## src/rtl/i2c_rs_pkg.sv

```systemverilog
package i2c_rs_pkg;

  typedef enum logic [2:0] {
    RS_IDLE,
    RS_SCL_LO,
    RS_SDA_HI,
    RS_SCL_REL,
    RS_BOTH_HI,
    RS_SDA_LO
  } rs_state_e;

  localparam int CLR_IRQ  = 0;
  localparam int CLR_BCOL = 1;
  localparam int CLR_WCOL = 2;

  // Cycles in one baud period for a given reload value; zero maps to one.
  function automatic int unsigned brg_cycles(input int unsigned reload);
    return (reload == 0) ? 32'd1 : reload;
  endfunction

endpackage

```

## src/rtl/i2c_rs_sync.sv

```systemverilog
module i2c_rs_sync #(
  parameter int W      = 2,
  parameter int STAGES = 2
) (
  input  logic         clk,
  input  logic         rst_n,
  input  logic [W-1:0] d_i,
  output logic [W-1:0] q_o
);

  logic [W-1:0] stg [STAGES];

  always_ff @(posedge clk or negedge rst_n) begin
    if (!rst_n) begin
      for (int i = 0; i < STAGES; i++) stg[i] <= '1;
    end else begin
      stg[0] <= d_i;
      for (int i = 1; i < STAGES; i++) stg[i] <= stg[i-1];
    end
  end

  assign q_o = stg[STAGES-1];

endmodule

```

## src/rtl/i2c_rs_baud.sv

```systemverilog
module i2c_rs_baud import i2c_rs_pkg::*; #(
  parameter int W = 7
) (
  input  logic         clk,
  input  logic         rst_n,
  input  logic         load_i,
  input  logic [W-1:0] reload_i,
  output logic         tmo_o,
  output logic         run_o
);

  logic [W-1:0] cnt;
  logic         run;

  always_ff @(posedge clk or negedge rst_n) begin
    if (!rst_n) begin
      cnt <= '0;
      run <= 1'b0;
    end else if (load_i) begin
      cnt <= W'(brg_cycles(32'(reload_i)) - 32'd1);
      run <= 1'b1;
    end else if (run) begin
      if (cnt == '0) run <= 1'b0;
      else           cnt <= cnt - 1'b1;
    end
  end

  assign tmo_o = run && (cnt == '0);
  assign run_o = run;

  // a zero reload expires in the very next cycle
  a_r3_zero_reload_one_cycle: assert property (@(posedge clk) disable iff (!rst_n)
    (load_i && reload_i == '0) |=> tmo_o);

  // a running count does not stop before it expires
  a_r3_run_until_expiry: assert property (@(posedge clk) disable iff (!rst_n)
    (run_o && !tmo_o && !load_i) |=> run_o);

endmodule

```

## src/rtl/i2c_rstart_seq.sv

```systemverilog
module i2c_rstart_seq import i2c_rs_pkg::*; #(
  parameter int BRG_W = 7,
  parameter int DW    = 8
) (
  input  logic             clk,
  input  logic             rst_n,
  input  logic             other_busy,
  input  logic             req_wr,
  input  logic             req_wdata,
  input  logic [2:0]       flag_clr,
  input  logic             txbuf_wr,
  input  logic [DW-1:0]    txbuf_wdata,
  input  logic [BRG_W-1:0] brg_reload,
  input  logic             sda_in,
  input  logic             scl_in,
  output logic             sda_pull,
  output logic             scl_pull,
  output logic             req_q,
  output logic             start_seen,
  output logic             irq_flag,
  output logic             bcol_flag,
  output logic             wcol_flag,
  output logic [DW-1:0]    txbuf_q
);

  // ---------------- line synchronizer ----------------
  logic [1:0] line_s;
  i2c_rs_sync #(.W(2), .STAGES(2)) u_sync (
    .clk   (clk),
    .rst_n (rst_n),
    .d_i   ({scl_in, sda_in}),
    .q_o   (line_s)
  );
  logic sda_s, scl_s, sda_s_d;
  assign sda_s = line_s[0];
  assign scl_s = line_s[1];

  // ---------------- baud counter ----------------
  logic brg_load, brg_tmo, brg_run, brg_done;
  i2c_rs_baud #(.W(BRG_W)) u_brg (
    .clk      (clk),
    .rst_n    (rst_n),
    .load_i   (brg_load),
    .reload_i (brg_reload),
    .tmo_o    (brg_tmo),
    .run_o    (brg_run)
  );
  assign brg_done = brg_tmo || !brg_run;

  // ---------------- named events ----------------
  rs_state_e st, st_nx;
  logic seq_busy, req_accept, col_sda, col_scl, bus_col, seq_finish, start_evt, wcol_evt;
  logic sda_hold;

  assign seq_busy   = (st != RS_IDLE);
  assign req_accept = req_wr && req_wdata && !seq_busy && !other_busy;
  assign col_sda    = (st == RS_SCL_REL) && scl_s && !sda_s;
  assign col_scl    = (st == RS_BOTH_HI) && !scl_s;
  assign bus_col    = col_sda || col_scl;
  assign seq_finish = (st == RS_SDA_LO) && brg_tmo;
  assign start_evt  = sda_s_d && !sda_s && scl_s;
  assign wcol_evt   = txbuf_wr && seq_busy;

  // ---------------- sequence state machine ----------------
  always_comb begin
    st_nx    = st;
    brg_load = 1'b0;
    unique case (st)
      RS_IDLE:    if (req_accept) st_nx = RS_SCL_LO;
      RS_SCL_LO:  if (!scl_s) begin
                    st_nx    = RS_SDA_HI;
                    brg_load = 1'b1;
                  end
      RS_SDA_HI:  if (brg_done && sda_s) st_nx = RS_SCL_REL;
      RS_SCL_REL: if (col_sda) st_nx = RS_IDLE;
                  else if (scl_s) begin
                    st_nx    = RS_BOTH_HI;
                    brg_load = 1'b1;
                  end
      RS_BOTH_HI: if (col_scl) st_nx = RS_IDLE;
                  else if (brg_tmo) begin
                    st_nx    = RS_SDA_LO;
                    brg_load = 1'b1;
                  end
      RS_SDA_LO:  if (brg_tmo) st_nx = RS_IDLE;
      default:    st_nx = RS_IDLE;
    endcase
  end

  always_ff @(posedge clk or negedge rst_n) begin
    if (!rst_n) begin
      st       <= RS_IDLE;
      sda_hold <= 1'b0;
      sda_s_d  <= 1'b1;
    end else begin
      st      <= st_nx;
      sda_s_d <= sda_s;
      if (seq_finish)                     sda_hold <= 1'b1;
      else if (st == RS_SCL_LO && !scl_s) sda_hold <= 1'b0;
    end
  end

  assign scl_pull = (st == RS_SCL_LO) || (st == RS_SDA_HI);
  assign sda_pull = (st == RS_SDA_LO) ||
                    (sda_hold && (st == RS_IDLE || st == RS_SCL_LO));

  // ---------------- control and status ----------------
  always_ff @(posedge clk or negedge rst_n) begin
    if (!rst_n) begin
      req_q      <= 1'b0;
      start_seen <= 1'b0;
      irq_flag   <= 1'b0;
      bcol_flag  <= 1'b0;
      wcol_flag  <= 1'b0;
      txbuf_q    <= '0;
    end else begin
      if (req_accept)                 req_q <= 1'b1;
      else if (seq_finish || bus_col) req_q <= 1'b0;

      if (start_evt)       start_seen <= 1'b1;
      else if (req_accept) start_seen <= 1'b0;

      if (seq_finish)              irq_flag <= 1'b1;
      else if (flag_clr[CLR_IRQ])  irq_flag <= 1'b0;

      if (bus_col)                 bcol_flag <= 1'b1;
      else if (flag_clr[CLR_BCOL]) bcol_flag <= 1'b0;

      if (wcol_evt)                wcol_flag <= 1'b1;
      else if (flag_clr[CLR_WCOL]) wcol_flag <= 1'b0;

      if (txbuf_wr && !seq_busy) txbuf_q <= txbuf_wdata;
    end
  end

  // ---------------- assertions ----------------
  a_r1_ignored_when_other_busy: assert property (@(posedge clk) disable iff (!rst_n)
    (!seq_busy && other_busy) |=> !seq_busy);

  a_r4_scl_release_needs_sda: assert property (@(posedge clk) disable iff (!rst_n)
    $fell(scl_pull) |-> $past(sda_s));

  a_r5_no_count_while_scl_pending: assert property (@(posedge clk) disable iff (!rst_n)
    (st == RS_SCL_REL) |-> !brg_run);

  a_r6_irq_after_sda_low: assert property (@(posedge clk) disable iff (!rst_n)
    $rose(irq_flag) |-> ($past(sda_pull) && sda_pull && !scl_pull && !req_q));

  a_r7_start_with_scl_high: assert property (@(posedge clk) disable iff (!rst_n)
    $rose(start_seen) |-> $past(scl_s));

  a_r8_collision_releases: assert property (@(posedge clk) disable iff (!rst_n)
    $rose(bcol_flag) |-> (!scl_pull && !sda_pull && !req_q));

  a_r10_wcol_keeps_buffer: assert property (@(posedge clk) disable iff (!rst_n)
    (txbuf_wr && seq_busy) |=> (wcol_flag && $stable(txbuf_q)));

  a_r11_request_held: assert property (@(posedge clk) disable iff (!rst_n)
    seq_busy |-> req_q);

endmodule

```

## config.mk

```make
export PLATFORM = sky130hd
export DESIGN_NAME = i2c_rstart_seq
export DESIGN_NICKNAME = d
export VERILOG_FILES = /design/src/rtl/i2c_rs_pkg.sv /design/src/rtl/i2c_rs_sync.sv /design/src/rtl/i2c_rs_baud.sv /design/src/rtl/i2c_rstart_seq.sv
export SDC_FILE = /design/constraint.sdc
export NUM_CORES = 1
export LEC_CHECK = 0
export BUFFER_PORTS_ARGS = -buffer_cell sky130_fd_sc_hd__buf_2
export CORE_UTILIZATION = 35
export CTS_CLUSTER_SIZE = 25
export DETAILED_ROUTE_END_ITERATION = 10
export GPL_ROUTABILITY_DRIVEN = 1
export GPL_TIMING_DRIVEN = 0
export PLACE_DENSITY = 0.66
export SLEW_MARGIN = 15
export SYNTH_ARGS = -nofsm -noshare
export SYNTH_HDL_FRONTEND = slang
export SYNTH_SLANG_ARGS = --single-unit
```

## constraint.sdc

```tcl
create_clock -name clk -period 2.2 [get_ports clk]
set_input_delay 0.11 -clock clk [delete_from_list [all_inputs] [get_ports clk]]
set_output_delay 0.11 -clock clk [all_outputs]
set_load 0.02 [all_outputs]
```

Word level (Yosys, flattened, before mapping)
Index checks and enable logic that the tools add are counted.

storage, ports and cells
  register bits after elaboration = 30
  latch bits = 0
  word-level logic and storage cells = 100
  memory bits (read-only) = 0
  RAM bits = 0
  output and inout bits = 15
  memories kept = 0
  input port bits = 26

cells by class
  add/subtract/negate cells = 2
  muxes and demuxes = 34
  shift operators = 0
  bitwise operators = 0
  order comparisons = 0
  $mul = 0
  divide/modulo/power cells = 0
  reductions and logical operators = 39
  eq/ne operators = 12

operators with widths
  cell                   number
  $mux W7                4
  $mux W3                8
  $mux W1                20
  $pmux W3 S6            1
  $logic_and A1 B1 Y1    15
  $logic_not A7 Y1       2
  $reduce_bool A2 Y1     7
  $sub A7 B1 Y7 const B  2
  $ne A2 B2 Y1 const B   5
  $eq A3 B2 Y1 const B   2
  $eq A3 B3 Y1 const B   2
  $logic_or A1 B1 Y1     6
  $reduce_and A6 Y1      1
  $logic_not A1 Y1       5
  $eq A3 B1 Y1 const B   1
  $logic_not A3 Y1       1
  $ne A3 B2 Y1 const B   1
  $ne A3 B3 Y1 const B   1
  $pmux W1 S3            1
  $reduce_bool A3 Y1     1
  $reduce_and A2 Y1      1

Longest topological paths before layout
  word-level depth = 7
  depth in mapped cells = 10
  depth with buffers taken out = 9

Modules after synthesis
Synthesis repeated with hierarchy kept, for this count alone.

unflattened totals
  cell total of the unflattened synthesis = 151
  area, all modules = 1607.8 um^2

by module, submodules not included
  module          cells an instance  area an instance (um^2)  instances  sequential area each (um^2)
  i2c_rstart_seq  83                 889.6                    1          451.7
  i2c_rs_baud     62                 598.1                    1          200.2
  i2c_rs_sync     6                  120.1                    1          105.1

Worst setup path before layout
Ideal clock, no wire load.

  kind = register -> register
  start point = reg u_brg.cnt[3]
  end point = reg u_brg.cnt[4]
  path buffers = 0
  data required time = 2.066 ns
  setup time = 0.134 ns
  cell stages (with the launch flop) = 10
  clock period less this slack = 2.359 ns
  setup slack = -0.159 ns
  arrival time = 2.225 ns
  cells stage by stage = dfrtp_1 > nor4b_4 > nand4_4 > o21ai_4 > mux2i_1 > ha_1 > nand2_1 > nor3_1 > mux2i_1 > mux2i_1

on the way
  longest elaborated chain between the ends = 7
  elaborated cells between the ends (all ways) = 12
  those cells by class = add/sub: 1; eq/ne: 1; mux: 6; reduce/logical: 4

RTL lines
  item                                                                        line                                  RTL
  from (decl)                                                                 i2c_rs_baud.sv:12                     logic [W-1:0] cnt;
  from (signal assigned)                                                      i2c_rs_baud.sv:20                     cnt <= W'(brg_cycles(32'(reload_i)) - 32'd1);
  from (signal assigned)                                                      i2c_rs_baud.sv:24                     else cnt <= cnt - 1'b1;
  $logic_not A7 Y1                                                            i2c_rs_baud.sv:23, i2c_rs_baud.sv:28
  $logic_and A1 B1 Y1                                                         i2c_rs_baud.sv:28                     assign tmo_o = run && (cnt == '0);
  $mux W1                                                                     i2c_rstart_seq.sv:81                  else if (brg_tmo) begin
  $mux W1                                                                     i2c_rstart_seq.sv:80                  RS_BOTH_HI: if (col_scl) st_nx = RS_IDLE;
  $pmux W1 S3                                                                 i2c_rstart_seq.sv:68                  unique case (st)
  $ne A2 B2 Y1 (no source line) / $reduce_bool A2 Y1 (equally long branches)  -
  $reduce_and A2 Y1 (no source line)                                          -

Several ways; a longest one is shown, not always the timed one. The select of a mux whose other input is x is not followed.
A chain may end at the register's enable or synchronous reset.

Worst setup path in the final report
  start point = reg u_brg.cnt[1]
  end point = reg u_brg.cnt[4]

The elaborated chain is that of the path after synthesis.

==> flow_summary.toml <==
[worst_setup_path]
endpoint = "u_brg.cnt[4]$_DFFE_PN0P_"
reg2reg_from = "u_brg.cnt[1]$_DFFE_PN0P_"
critical_path_class = "reg2reg"
path_cells = "nor4_4, buf_4, nand4_4, o21ai_4, mux2i_1, ha_2, nand2_2, nor3_2, mux2i_1, mux2i_1"
crit_required_ns = 2.36
cpMostUsedCell = "mux2i_1"
path_max_fanout = 4
endpoint_kind = "flip-flop"
r2r_end = "u_brg.cnt[4]$_DFFE_PN0P_"
cp-startpoint = "u_brg.cnt[1]$_DFFE_PN0P_"
critPathArrivalTime_ns = 2.33
critical-path-max-stage-delay_ns = 0.42
r2r_cells = 10
rrSetupSlack_ns = 0.03
slowest_stage = "dfrtp_2"
start_kind = "flip-flop"

[clocking]
clock_latency_ns = 0.28
cts_tree = "built"
cts_root_buffer = "clkbuf_8"
numCtsBuffers = 5
clock_sinks = 30
h-tree-depth = 2
path_clk_slew_ns = 0.07
cts_max_path_buffers = 2

[placement]
io_buffers = 40
gp_congestion = 0.7559
post-dp-hpwl_um = 2314
dp_slack_ns = -0.4042

[logic_synthesis]
synth.top_cells.by_count = "dfrtp_1, mux2i_1, nor2_1"
async_flop_share_pct = 100.0
ys.warnings.count = 0
yosys-top-cells-area = "dfrtp_1, dfstp_2, mux2i_1"
synthFlopType = "dfrtp_1"
netlist_area_sq_um = 1613
yosys.area.top_type_share_pct = 38.79
syn-instance-count = 146
synth_top_cell_by_area = "dfrtp_1"
synth_edf_count = 0
synth-seq-cells = 30
yosysMostFrequentCell = "dfrtp_1"
syn_area_per_cell_sq_um = 11.05
synth-seq-area-share_pct = 46.94
syn-num-nets = 173
synthDistinctLibCells = 45

[floorplan]
io_pins = 41
die_w_um = 69.88
num_rows = 24
core_area_sq_um = 4384
fp.dieH_um = 69.88
die-area_sq_um = 4883
start_util_pct = 36.79

[global_route]
grt_max_degree = 31
grt_usage_pct = 14.92
grt_first_pass_wirelength_um = 5733
overflow = 0
antenna_found_initial = 0
grt_pass1_vias = 1268

[timing]
final.setup_skew_ns = 0.006460
finalSetupViolations = 0
drv_slew = 0
period_share_pct = 98.48
tightestPinTransition_ns = 0.6707
fin_ws_ns = 0.03336
max_freq_mhz = 461.5
relSlewSlack_pct = 55.29
finalHoldViolations = 0
rsz0062_at_grt = "true"
fin_crit_ns = 2.167

[layout]
num-fill-cells = 397
finalNetCount = 237
drive_gt1_share_pct = 46.92
multiInputGateArea_sq_um = 832.0
syn_to_final_growth_pct = 37.32
diodes = 0
register_area_sq_um = 760.7

[detailed_routing]
drt-initial-drc-count = 47
antenna_left = 0
firstDrtPassIters = 4
num_vias = 1304
wl_per_cell_um = 12.65
avgViaCountPerCell = 4.958
wl_um = 3328
drc = 0

[power]
power.leakage_nw = 0.9873
powerDensity_nw_per_um2 = 1429
irDropWorstVdd_v = 0.0006081
power_mw = 3.165

[worst_hold_path]
hold_class = "in2reg"

[run_status]
status = "finished clean"

[run]
cap_violations = 0
-- stage by stage --
step                setup TNS, ns  std cells  hold WS (ns)  area (sq um)  utilization [%]
floorplan                -0.07868        146       -0.1856          1635                -
global placement          -0.8552        238        0.1877          1901            43.35
detailed placement        -0.9533        238        0.1849          1901            43.35
CTS                             0        262       0.01287          2197            50.11
global route              -0.3991        263      0.009333          2215            50.51
finish                          0        263       0.01831          2215            50.51
-- cells in the final DEF (no fill, tap or decap), types with 6 or more instances in the layout --
cell type | synthesis | layout
nand2_1 | 9 | 8
clkbuf_8 | 1 | 7
buf_2 | 1 | 41
mux2i_1 | 13 | 13
buf_4 | 1 | 14
a21oi_1 | 6 | 6
dfrtp_1 | 25 | 22
inv_1 | 6 | 6
nor2_1 | 12 | 12
mux2_2 | 8 | 8
-- worst max-delay path: cells and delay by family, from the launching register on --
kind,cells,cell delay [ns]
AOI/OAI and AO/OA,1,0.11
adders and majority gates,1,0.23
buffers and inverters,1,0.18
DFF,1,0.42
muxes,3,0.53
and+or+nand+nor,4,0.59
-- per-layer routing --
metal  share of wire (%)  global-route usage (%)  up-vias
met1                  48                   20.39      626
met2                  48                   22.65       20
li1                    -                       -      654
met3                 2.6                   3.030        4
met4                 1.1                   7.111        0
met5                   0                       0        -
-- flip-flops by register name, summed over array words and instances, names as in the netlist --
name and count:
u_sync.stg 2, irq_flag 1, txbuf_q 8, start_seen 1
bcol_flag 1, u_brg.cnt 7, u_brg.run_o 1, wcol_flag 1
u_sync.q_o 2, sda_s_d 1, st 3, req_q 1
sda_hold 1
-- kinds of logic (layout without fill, tap and decap cells) --
logic type / Yosys count / count (layout) / synth area share, %
simple gates: 50 / 50 / 18.93
xor+xnor: 6 / 6 / 3.259
flops: 30 / 30 / 46.94
buf+inv: 12 / 77 / 4.654
compound gates: 26 / 26 / 11.79
mux: 21 / 21 / 13.65
fa+ha+maj: 1 / 1 / 0.7757
-- worst min path at each step --
stage | startpoint | to | depth (start not counted)
6_report | flag_clr[1] | bcol_flag$_DFFE_PN0P_ | 2
5_1_grt | flag_clr[0] | irq_flag$_DFFE_PN0P_ | 2
4_1_cts | flag_clr[1] | bcol_flag$_DFFE_PN0P_ | 2
3_5_place_dp | rst_n | st[0]$_DFFE_PN0P_ | 1
3_3_place_gp | rst_n | irq_flag$_DFFE_PN0P_ | 1
2_1_floorplan | rst_n | bcol_flag$_DFFE_PN0P_ | 0
-- timing repair --
| item | in CTS | in global routing |
|---|---|---|
| pin swaps | 6 | 4 |
| endpoints found under the hold margin | 27 | 0 |
| setup buffers | 13 | 1 |
| setup endpoints to repair | 4 | 3 |
| resized for setup | 6 | 2 |
| hold buffers | 3 | 0 |
-- power by group --
part | switching (mW) | internal, mW
registers | 0.191 | 0.776
clock network | 0.208 | 0.483
logic | 0.767 | 0.740
total | 1.17 | 2.00
-- layout make-up --
class | instances | share of cell area, %
Multi-Input combinational cell | 104 | 37.57
Clock inverter | 2 | 2.712
Buffer | 6 | 2.373
Timing Repair Buffer | 57 | 15.31
Clock buffer | 6 | 3.729
Inverter | 6 | 1.017
Sequential cell | 30 | 34.35
Tap cell | 52 | 2.938
No activity file was read; power rests on OpenSTA's default activity.
